===== src/rtl/dmx_pkg.sv =====
package dmx_pkg;
   typedef enum logic [1:0] {ST_IDLE = 2'd0, ST_RD = 2'd1, ST_WR = 2'd2} xfer_st_e;

   localparam logic [31:0] CRC_POLY = 32'hEDB88320;

   // smaller of two width caps, code 3 treated as 4 bytes
   function automatic logic [1:0] eff_size(input logic [1:0] a, input logic [1:0] b);
      logic [1:0] ca;
      logic [1:0] cb;
      ca = (a == 2'd3) ? 2'd2 : a;
      cb = (b == 2'd3) ? 2'd2 : b;
      return (ca < cb) ? ca : cb;
   endfunction
endpackage


===== src/rtl/dmx_arb.sv =====
module dmx_arb #(
   parameter int unsigned N = 7,
   localparam int unsigned IW = (N > 1) ? $clog2(N) : 1
) (
   input  logic          clk,
   input  logic          rst_n,
   input  logic [N-1:0]  req,
   output logic [N-1:0]  grant,
   output logic [IW-1:0] idx
);
   for (genvar i = 0; i < N; i++) begin : g_pri
      if (i == 0) begin : g_first
         assign grant[0] = req[0];
      end else begin : g_rest
         assign grant[i] = req[i] & ~(|req[i-1:0]);
      end
   end

   always_comb begin
      idx = '0;
      for (int i = N - 1; i >= 0; i--) begin
         if (req[i]) idx = IW'(i);
      end
   end


   grant_onehot_chk: assert property (@(posedge clk) disable iff (!rst_n)
      $onehot0(grant) && ((req != '0) == (grant != '0)));

   grant_lowest_chk: assert property (@(posedge clk) disable iff (!rst_n)
      ((grant - N'(1)) & req) == '0);
endmodule


===== src/rtl/dmx_crc32.sv =====
module dmx_crc32 #(
   parameter logic [31:0] POLY = dmx_pkg::CRC_POLY
) (
   input  logic [31:0] crc_in,
   input  logic [31:0] data,
   input  logic [1:0]  code,
   output logic [31:0] crc_out
);
   function automatic logic [31:0] step8(input logic [31:0] c, input logic [7:0] d);
      logic [31:0] r;
      r = c ^ {24'b0, d};
      for (int k = 0; k < 8; k++) r = r[0] ? ((r >> 1) ^ POLY) : (r >> 1);
      return r;
   endfunction

   logic [31:0] lane_c [5];
   assign lane_c[0] = crc_in;
   for (genvar b = 0; b < 4; b++) begin : g_lane
      assign lane_c[b+1] = step8(lane_c[b], data[8*b +: 8]);
   end

   always_comb begin
      case (code)
         2'd0:    crc_out = lane_c[1];
         2'd1:    crc_out = lane_c[2];
         default: crc_out = lane_c[4];
      endcase
   end
endmodule


===== src/rtl/dmx_chan.sv =====
module dmx_chan #(
   parameter int unsigned AW = 32,
   parameter int unsigned NPORT = 8,
   localparam int unsigned PW = (NPORT > 1) ? $clog2(NPORT) : 1,
   localparam int unsigned CTW = 9 + PW
) (
   input  logic             clk,
   input  logic             rst_n,
   input  logic             wr_ctrl,
   input  logic             wr_src,
   input  logic             wr_dst,
   input  logic             wr_lim,
   input  logic             wr_stat,
   input  logic [31:0]      wdata,
   input  logic             pkt_done,
   input  logic             inflight,
   input  logic [NPORT-1:0] hw_req,
   input  logic [NPORT-1:0] hw_term,
   output logic [CTW-1:0]   ctrl_rd,
   output logic [AW-1:0]    src_q,
   output logic [AW-1:0]    dst_q,
   output logic [AW-1:0]    lim_q,
   output logic [3:0]       stat_rd,
   output logic             req,
   output logic [1:0]       size_code
);
   logic en, hw, sinc, dinc, busy, f_done, f_abt, f_term;
   logic [1:0] scap, dcap;
   logic [PW-1:0] port;
   logic [AW-1:0] psz, src_nx, dst_nx, ref_nx;
   logic term_now, abort_now, hit;

   assign size_code = dmx_pkg::eff_size(scap, dcap);
   assign psz       = AW'(1) << size_code;
   assign src_nx    = sinc ? src_q + psz : src_q;
   assign dst_nx    = dinc ? dst_q + psz : dst_q;
   assign ref_nx    = sinc ? src_nx : dst_nx;
   assign hit       = ref_nx >= lim_q;
   assign term_now  = busy & hw & hw_term[port] & ~inflight;
   assign abort_now = busy & ~en & ~inflight;
   assign req       = busy & en & (hw ? (hw_req[port] & ~hw_term[port]) : 1'b1);
   assign ctrl_rd   = {port, dcap, scap, dinc, sinc, hw, 1'b0, en};
   assign stat_rd   = {busy, f_term, f_abt, f_done};

   always_ff @(posedge clk or negedge rst_n) begin
      if (!rst_n) begin
         {en, hw, sinc, dinc, busy, f_done, f_abt, f_term} <= '0;
         scap <= '0;
         dcap <= '0;
         port <= '0;
         src_q <= '0;
         dst_q <= '0;
         lim_q <= '0;
      end else begin
         if (wr_ctrl) begin
            en   <= wdata[0];
            hw   <= wdata[2];
            sinc <= wdata[3];
            dinc <= wdata[4];
            scap <= wdata[6:5];
            dcap <= wdata[8:7];
            port <= wdata[9 +: PW];
            if (wdata[1] && wdata[0] && !busy) busy <= 1'b1;
         end
         if (wr_src) src_q <= wdata[AW-1:0];
         if (wr_dst) dst_q <= wdata[AW-1:0];
         if (wr_lim) lim_q <= wdata[AW-1:0];
         if (wr_stat) begin
            if (wdata[0]) f_done <= 1'b0;
            if (wdata[1]) f_abt  <= 1'b0;
            if (wdata[2]) f_term <= 1'b0;
         end
         if (pkt_done) begin
            src_q <= src_nx;
            dst_q <= dst_nx;
            if (hit) begin
               busy   <= 1'b0;
               f_done <= 1'b1;
            end
         end else if (term_now) begin
            busy   <= 1'b0;
            f_term <= 1'b1;
         end else if (abort_now) begin
            busy  <= 1'b0;
            f_abt <= 1'b1;
         end
      end
   end


   busy_end_flag_chk: assert property (@(posedge clk) disable iff (!rst_n)
      $fell(busy) |-> (f_done || f_abt || f_term));

   src_fixed_chk: assert property (@(posedge clk) disable iff (!rst_n)
      (pkt_done && !sinc && !wr_src) |=> $stable(src_q));

   src_step_chk: assert property (@(posedge clk) disable iff (!rst_n)
      (pkt_done && sinc) |=> (src_q == $past(src_q) + $past(psz)));
endmodule


===== src/rtl/dma_engine.sv =====
module dma_engine #(
   parameter int unsigned NCH = 7,
   parameter int unsigned NPORT = 8,
   parameter int unsigned AW = 32,
   localparam int unsigned CHW = $clog2(NCH),
   localparam int unsigned PW = (NPORT > 1) ? $clog2(NPORT) : 1,
   localparam int unsigned RAW = CHW + 3,
   localparam int unsigned CTW = 9 + PW
) (
   input  logic             clk,
   input  logic             rst_n,
   input  logic             reg_we,
   input  logic [RAW-1:0]   reg_addr,
   input  logic [31:0]      reg_wdata,
   output logic [31:0]      reg_rdata,
   input  logic [NPORT-1:0] hw_req,
   input  logic [NPORT-1:0] hw_term,
   output logic             mem_re,
   output logic             mem_we,
   output logic [AW-1:0]    mem_addr,
   output logic [1:0]       mem_size,
   output logic [31:0]      mem_wdata,
   input  logic [31:0]      mem_rdata
);
   import dmx_pkg::*;

   if (NCH < 2 || NCH > 16) begin : g_bad_nch
      $error("NCH out of range");
   end
   if (AW < 8 || AW > 32) begin : g_bad_aw
      $error("AW out of range");
   end
   if (CTW > 32) begin : g_bad_port
      $error("NPORT too large for control word");
   end

   logic [CHW-1:0] rch, gidx, gnt_idx;
   logic [2:0]     rsel;
   xfer_st_e       st;
   logic [NCH-1:0] req_v, grant_v, pkt_done_v, inflight_v;
   logic [CTW-1:0] ctrl_a [NCH];
   logic [AW-1:0]  src_a [NCH];
   logic [AW-1:0]  dst_a [NCH];
   logic [AW-1:0]  lim_a [NCH];
   logic [3:0]     stat_a [NCH];
   logic [1:0]     size_a [NCH];
   logic [31:0]    crc_q, crc_nx;
   logic           c0_start;

   assign rch  = reg_addr[RAW-1:3];
   assign rsel = reg_addr[2:0];

   for (genvar c = 0; c < NCH; c++) begin : g_ch
      logic sel_c;
      assign sel_c         = reg_we && (rch == CHW'(c));
      assign pkt_done_v[c] = (st == ST_WR) && (gidx == CHW'(c));
      assign inflight_v[c] = (st != ST_IDLE) && (gidx == CHW'(c));
      dmx_chan #(.AW(AW), .NPORT(NPORT)) chan_i (
         .clk(clk), .rst_n(rst_n),
         .wr_ctrl(sel_c && rsel == 3'd0), .wr_src(sel_c && rsel == 3'd1),
         .wr_dst(sel_c && rsel == 3'd2), .wr_lim(sel_c && rsel == 3'd3),
         .wr_stat(sel_c && rsel == 3'd4), .wdata(reg_wdata),
         .pkt_done(pkt_done_v[c]), .inflight(inflight_v[c]),
         .hw_req(hw_req), .hw_term(hw_term),
         .ctrl_rd(ctrl_a[c]), .src_q(src_a[c]), .dst_q(dst_a[c]), .lim_q(lim_a[c]),
         .stat_rd(stat_a[c]), .req(req_v[c]), .size_code(size_a[c]));
   end

   dmx_arb #(.N(NCH)) arb_i (
      .clk(clk), .rst_n(rst_n), .req(req_v), .grant(grant_v), .idx(gnt_idx));

   always_ff @(posedge clk or negedge rst_n) begin
      if (!rst_n) begin
         st   <= ST_IDLE;
         gidx <= '0;
      end else begin
         case (st)
            ST_IDLE: if (grant_v != '0) begin
               gidx <= gnt_idx;
               st   <= ST_RD;
            end
            ST_RD:   st <= ST_WR;
            default: st <= ST_IDLE;
         endcase
      end
   end

   assign mem_re   = (st == ST_RD);
   assign mem_we   = (st == ST_WR);
   assign mem_addr = (st == ST_WR) ? dst_a[gidx] : src_a[gidx];
   assign mem_size = size_a[gidx];

   always_comb begin
      case (mem_size)
         2'd0:    mem_wdata = {24'b0, mem_rdata[7:0]};
         2'd1:    mem_wdata = {16'b0, mem_rdata[15:0]};
         default: mem_wdata = mem_rdata;
      endcase
   end

   dmx_crc32 crc_i (.crc_in(crc_q), .data(mem_wdata), .code(size_a[0]), .crc_out(crc_nx));

   assign c0_start = reg_we && (rch == '0) && (rsel == 3'd0) &&
                     reg_wdata[1] && reg_wdata[0] && !stat_a[0][3];

   always_ff @(posedge clk or negedge rst_n) begin
      if (!rst_n)             crc_q <= 32'hFFFF_FFFF;
      else if (c0_start)      crc_q <= 32'hFFFF_FFFF;
      else if (pkt_done_v[0]) crc_q <= crc_nx;
   end

   always_comb begin
      reg_rdata = '0;
      if (32'(rch) < NCH) begin
         case (rsel)
            3'd0: reg_rdata = 32'(ctrl_a[rch]);
            3'd1: reg_rdata = 32'(src_a[rch]);
            3'd2: reg_rdata = 32'(dst_a[rch]);
            3'd3: reg_rdata = 32'(lim_a[rch]);
            3'd4: reg_rdata = 32'(stat_a[rch]);
            3'd5: reg_rdata = (rch == '0) ? ~crc_q : '0;
            default: reg_rdata = '0;
         endcase
      end
   end


   wr_after_rd_chk: assert property (@(posedge clk) disable iff (!rst_n)
      mem_we |-> ($past(mem_re) && !mem_re));

   grant_starts_read_chk: assert property (@(posedge clk) disable iff (!rst_n)
      (st == ST_IDLE && req_v != '0) |=> mem_re);

   crc_hold_chk: assert property (@(posedge clk) disable iff (!rst_n)
      (!pkt_done_v[0] && !c0_start) |=> $stable(crc_q));
endmodule


===== config.mk =====
export PLATFORM = sky130hd
export DESIGN_NAME = dma_engine
export DESIGN_NICKNAME = d
export VERILOG_FILES = /design/src/rtl/dmx_pkg.sv /design/src/rtl/dmx_arb.sv /design/src/rtl/dmx_crc32.sv /design/src/rtl/dmx_chan.sv /design/src/rtl/dma_engine.sv
export SDC_FILE = /design/constraint.sdc
export NUM_CORES = 2
export LEC_CHECK = 0
export BUFFER_PORTS_ARGS = -buffer_cell sky130_fd_sc_hd__buf_2
export CAP_MARGIN = 20
export CORE_ASPECT_RATIO = 0.8
export CORE_UTILIZATION = 39
export CTS_CLUSTER_DIAMETER = 80
export DETAILED_ROUTE_END_ITERATION = 10
export PLACE_DENSITY = 0.53
export SYNTH_ARGS = -nofsm -noshare
export SYNTH_HDL_FRONTEND = slang
export SYNTH_SLANG_ARGS = --single-unit

===== constraint.sdc =====
create_clock -name clk -period 8.8 [get_ports clk]
set_clock_uncertainty 0.1 [all_clocks]
set_input_delay 1.76 -clock clk [delete_from_list [all_inputs] [get_ports clk]]
set_output_delay 1.76 -clock clk [all_outputs]
set_load 0.05 [all_outputs]

==> flow_summary.toml <==
[outcome]
outcome = "complete, no violations"

[clock_tree]
htree_levels = 3
cts_buffer_depth = 3
post-cts-setup-buffers = 0
cts_sinks = 814
path_clk_slew_ps = 60
root_buffer = "clkbuf_16"
cts-resized-gates = 0
cts_made_buffers = 102
clk_latency_ps = 770
cts_tree = "done"
hold_buffers = 0

[floorplanning]
die_w_um = 472
fp.dieH_um = 378
die-area_sq_mm = 0.178
rows = 137
core_area_sq_mm = 0.175
initial_core_util_pct = 39.4
pin_count = 189

[placed_design]
numPortBuffers = 188
gp_routability_congestion = 1.02
dp_hpwl_um = 236000

[synthesis]
synth-edff-count = 0
yosys_register_bits = 814
synthesis.area_sq_mm = 0.0689
yosysTopAreaCell = "dfrtp_1"
yosysWarnings = 0
yosysSeqAreaShare_pct = 29.6
synthTopCellsByArea = "dfrtp_1 28%, mux4_2 7.3%, nor2_1 5.5%"
synthCells = 8273
synth_ff_type = "dfrtp_1"
syn_area_per_cell_sq_um = 8.33
syn-num-nets = 8644
synth_top_area_share_pct = 28.4
synthDistinctLibCells = 76
synthArstFlopShare_pct = 100

[global_routing]
antenna_found_initial = 18
grt_first_pass_wirelength_um = 441000
grt_pass1_vias = 58600
grt_util_met3_pct = 12.1
grt_busiest_layer = "met1"
grt.total_usage_pct = 34.3
grtUsageMet2_pct = 43.9
overflow = 0
grt_max_degree = 135
grtUsageMet1_pct = 51.9

[worst_setup_path]
r2r_end = "g_ch[3].chan_i.busy$_DFF_PN0_"
cp.arrival_ps = 7750
critical-path-slowest-cell = "nor4_1"
required_ps = 9390
ff2ff_path_depth = 29
r2r_start = "g_ch[3].chan_i.scap[1]$_DFFE_PN0P_"
max_stage_delay_ps = 770
worstSetupStartpointType = "flop"
cp_common_cell = "a21oi_1"
worstSetupEndpointType = "flop"
critical_path_class = "flop to flop"
cp_max_fo = 9
reg2reg_slack_ps = 1640

[timing]
setup_viol = 0
fin_tns_setup_ps = 0
finalCriticalPeriod_ps = 7160
slew_viol_final = 0
timing.final.crit_share_pct = 81.4
fmax_ghz = 0.140
worst_slew_pin_slew_ps = 1250
maxSlewHeadroom_pct = 15.7
grt_setup_unrepaired = "no"
hold_viol_final = 0

[route]
postRouteWirelength_um = 312000
wl_per_cell_um = 30.1
drt_pass1_iterations = 6
detail-route-antenna-nets = 0
drtIter0Drc = 9301
via_count = 64400
avgViaCountPerCell = 6.21
drc = 0

[layout]
drive_above_1_share_pct = 13.6
nNetsFinal = 8359
syn_to_final_growth_pct = 8.64

[hold_path]
whs_path_depth = 1
hold_class = "flop to flop"
min-delay-start = "g_ch[4].chan_i.f_term$_DFF_PN0_"
whs_endpoint = "g_ch[4].chan_i.f_term$_DFF_PN0_"

[run]
maxCapViolCount = 0
==> layout by cell type (no fill, tap or decap), types with 155 or more instances in the layout <==
| cell type | n |
|---|---|
| ha_1 | 279 |
| mux4_2 | 223 |
| dfrtp_1 | 773 |
| nor2_1 | 983 |
| xor2_1 | 256 |
| xnor2_1 | 422 |
| mux2_2 | 210 |
| inv_1 | 311 |
| mux2i_1 | 295 |
| buf_2 | 185 |
| a211o_1 | 155 |
| nand2_1 | 806 |
| o21ai_0 | 710 |
| nand3_1 | 228 |
| o22ai_1 | 166 |
| a21oi_1 | 647 |
==> layout make-up <==
type	instances	area (sq um)
Antenna cell	6	15.0
Clock buffer	160	3100
Clock inverter	29	384
Fill cell	17500	100000
Inverter	313	1170
Multi-Input combinational cell	6432	44700
Sequential cell	814	20400
Tap cell	2293	2870
Timing Repair Buffer	325	2160
==> cell usage after synthesis (16+ instances only) <==
| master | n |
|---|---|
| nor2_1 | 1001 |
| nand2_1 | 817 |
| dfrtp_1 | 782 |
| o21ai_0 | 710 |
| a21oi_1 | 647 |
| clkbuf_1 | 592 |
| xnor2_1 | 422 |
| inv_1 | 312 |
| mux2i_1 | 295 |
| ha_1 | 280 |
| xor2_1 | 256 |
| nand3_1 | 229 |
| mux4_2 | 223 |
| mux2_2 | 210 |
| o22ai_1 | 167 |
| a211o_1 | 155 |
| and3_1 | 137 |
| nor3_1 | 120 |
| nor2b_1 | 102 |
| a21o_1 | 95 |
| buf_1 | 89 |
| nand4_1 | 74 |
| nand2b_1 | 41 |
| a211oi_1 | 40 |
| o211ai_1 | 40 |
| and2_1 | 38 |
| and4_1 | 34 |
| dfstp_2 | 32 |
| o221a_2 | 30 |
| a22oi_1 | 26 |
| or2_2 | 26 |
| o221ai_1 | 24 |
| nor4_1 | 20 |
| a31oi_1 | 18 |
| buf_2 | 18 |
| xnor2_2 | 16 |
==> metrics by stage <==
step | instance area, sq um | cells | setup slack (ps) | hold slack [ps] | utilization, %
floorplan | 68900 | 8273 | 1740 | 343 | -
CTS | 74800 | 10400 | 1690 | 379 | 42.8
global placement | 71300 | 10200 | 1640 | 356 | 40.8
global route | 74800 | 10400 | 1190 | 395 | 42.8
finish | 74900 | 10400 | 1640 | 377 | 42.8
detailed placement | 71300 | 10200 | 1690 | 366 | 40.8
==> metal layers <==
metal / vias up / share of wire (%)
li1: 28500 / -
met1: 32200 / 46
met2: 3374 / 37
met3: 380 / 13
met4: 6 / 3.8
met5: - / 0.011
==> how the worst max path moves through the flow <==
stage,slack (ps),startpoint,cells after the start,end
after floorplan,1740,reg_addr[3],9,reg_rdata[10]
after detailed placement,1690,mem_rdata[5],16,crc_q[23]$_DFFE_PN1P_
after global routing,1190,g_ch[6].chan_i.scap[1]$_DFFE_PN0P_,29,g_ch[6].chan_i.busy$_DFF_PN0_
after CTS,1690,g_ch[6].chan_i.scap[1]$_DFFE_PN0P_,29,g_ch[6].chan_i.busy$_DFF_PN0_
final,1640,g_ch[3].chan_i.scap[1]$_DFFE_PN0P_,29,g_ch[3].chan_i.busy$_DFF_PN0_
after global placement,1640,g_ch[6].chan_i.scap[1]$_DFFE_PN0P_,29,g_ch[6].chan_i.busy$_DFF_PN0_
==> flip-flops by register name, summed over array words and instances (netlist names) <==
| register | cells |
|---|---|
| g_ch.chan_i.hw | 7 |
| g_ch.chan_i.port | 21 |
| g_ch.chan_i.src_q | 224 |
| g_ch.chan_i.busy | 7 |
| g_ch.chan_i.dcap | 14 |
| g_ch.chan_i.dst_q | 224 |
| crc_q | 32 |
| g_ch.chan_i.f_done | 7 |
| g_ch.chan_i.sinc | 7 |
| g_ch.chan_i.lim_q | 224 |
| g_ch.chan_i.en | 7 |
| g_ch.chan_i.f_abt | 7 |
| g_ch.chan_i.f_term | 7 |
| g_ch.chan_i.scap | 14 |
| gidx | 3 |
| st | 2 |
| g_ch.chan_i.dinc | 7 |
==> worst max-delay path: cells and delay by family, from the launching register on <==
family / cells / cell delay, ps
adder cells (fa/ha/maj): 3 / 870
AND/OR/NAND/NOR: 11 / 2710
XOR/XNOR: 2 / 390
AO/OA/AOI/OAI: 12 / 2350
buffers and inverters: 1 / 240
flip-flops: 1 / 420
==> kinds of logic after synthesis <==
family          synth area share, %
compound gates                 17.4
fa+ha+maj                      5.35
flops                          29.6
mux                            15.0
xor+xnor                       9.76
simple gates                   17.2
buf+inv                        5.70
Power is not shown: default switching activity piles up to over one toggle a cycle in this logic, so the estimate is an artifact.
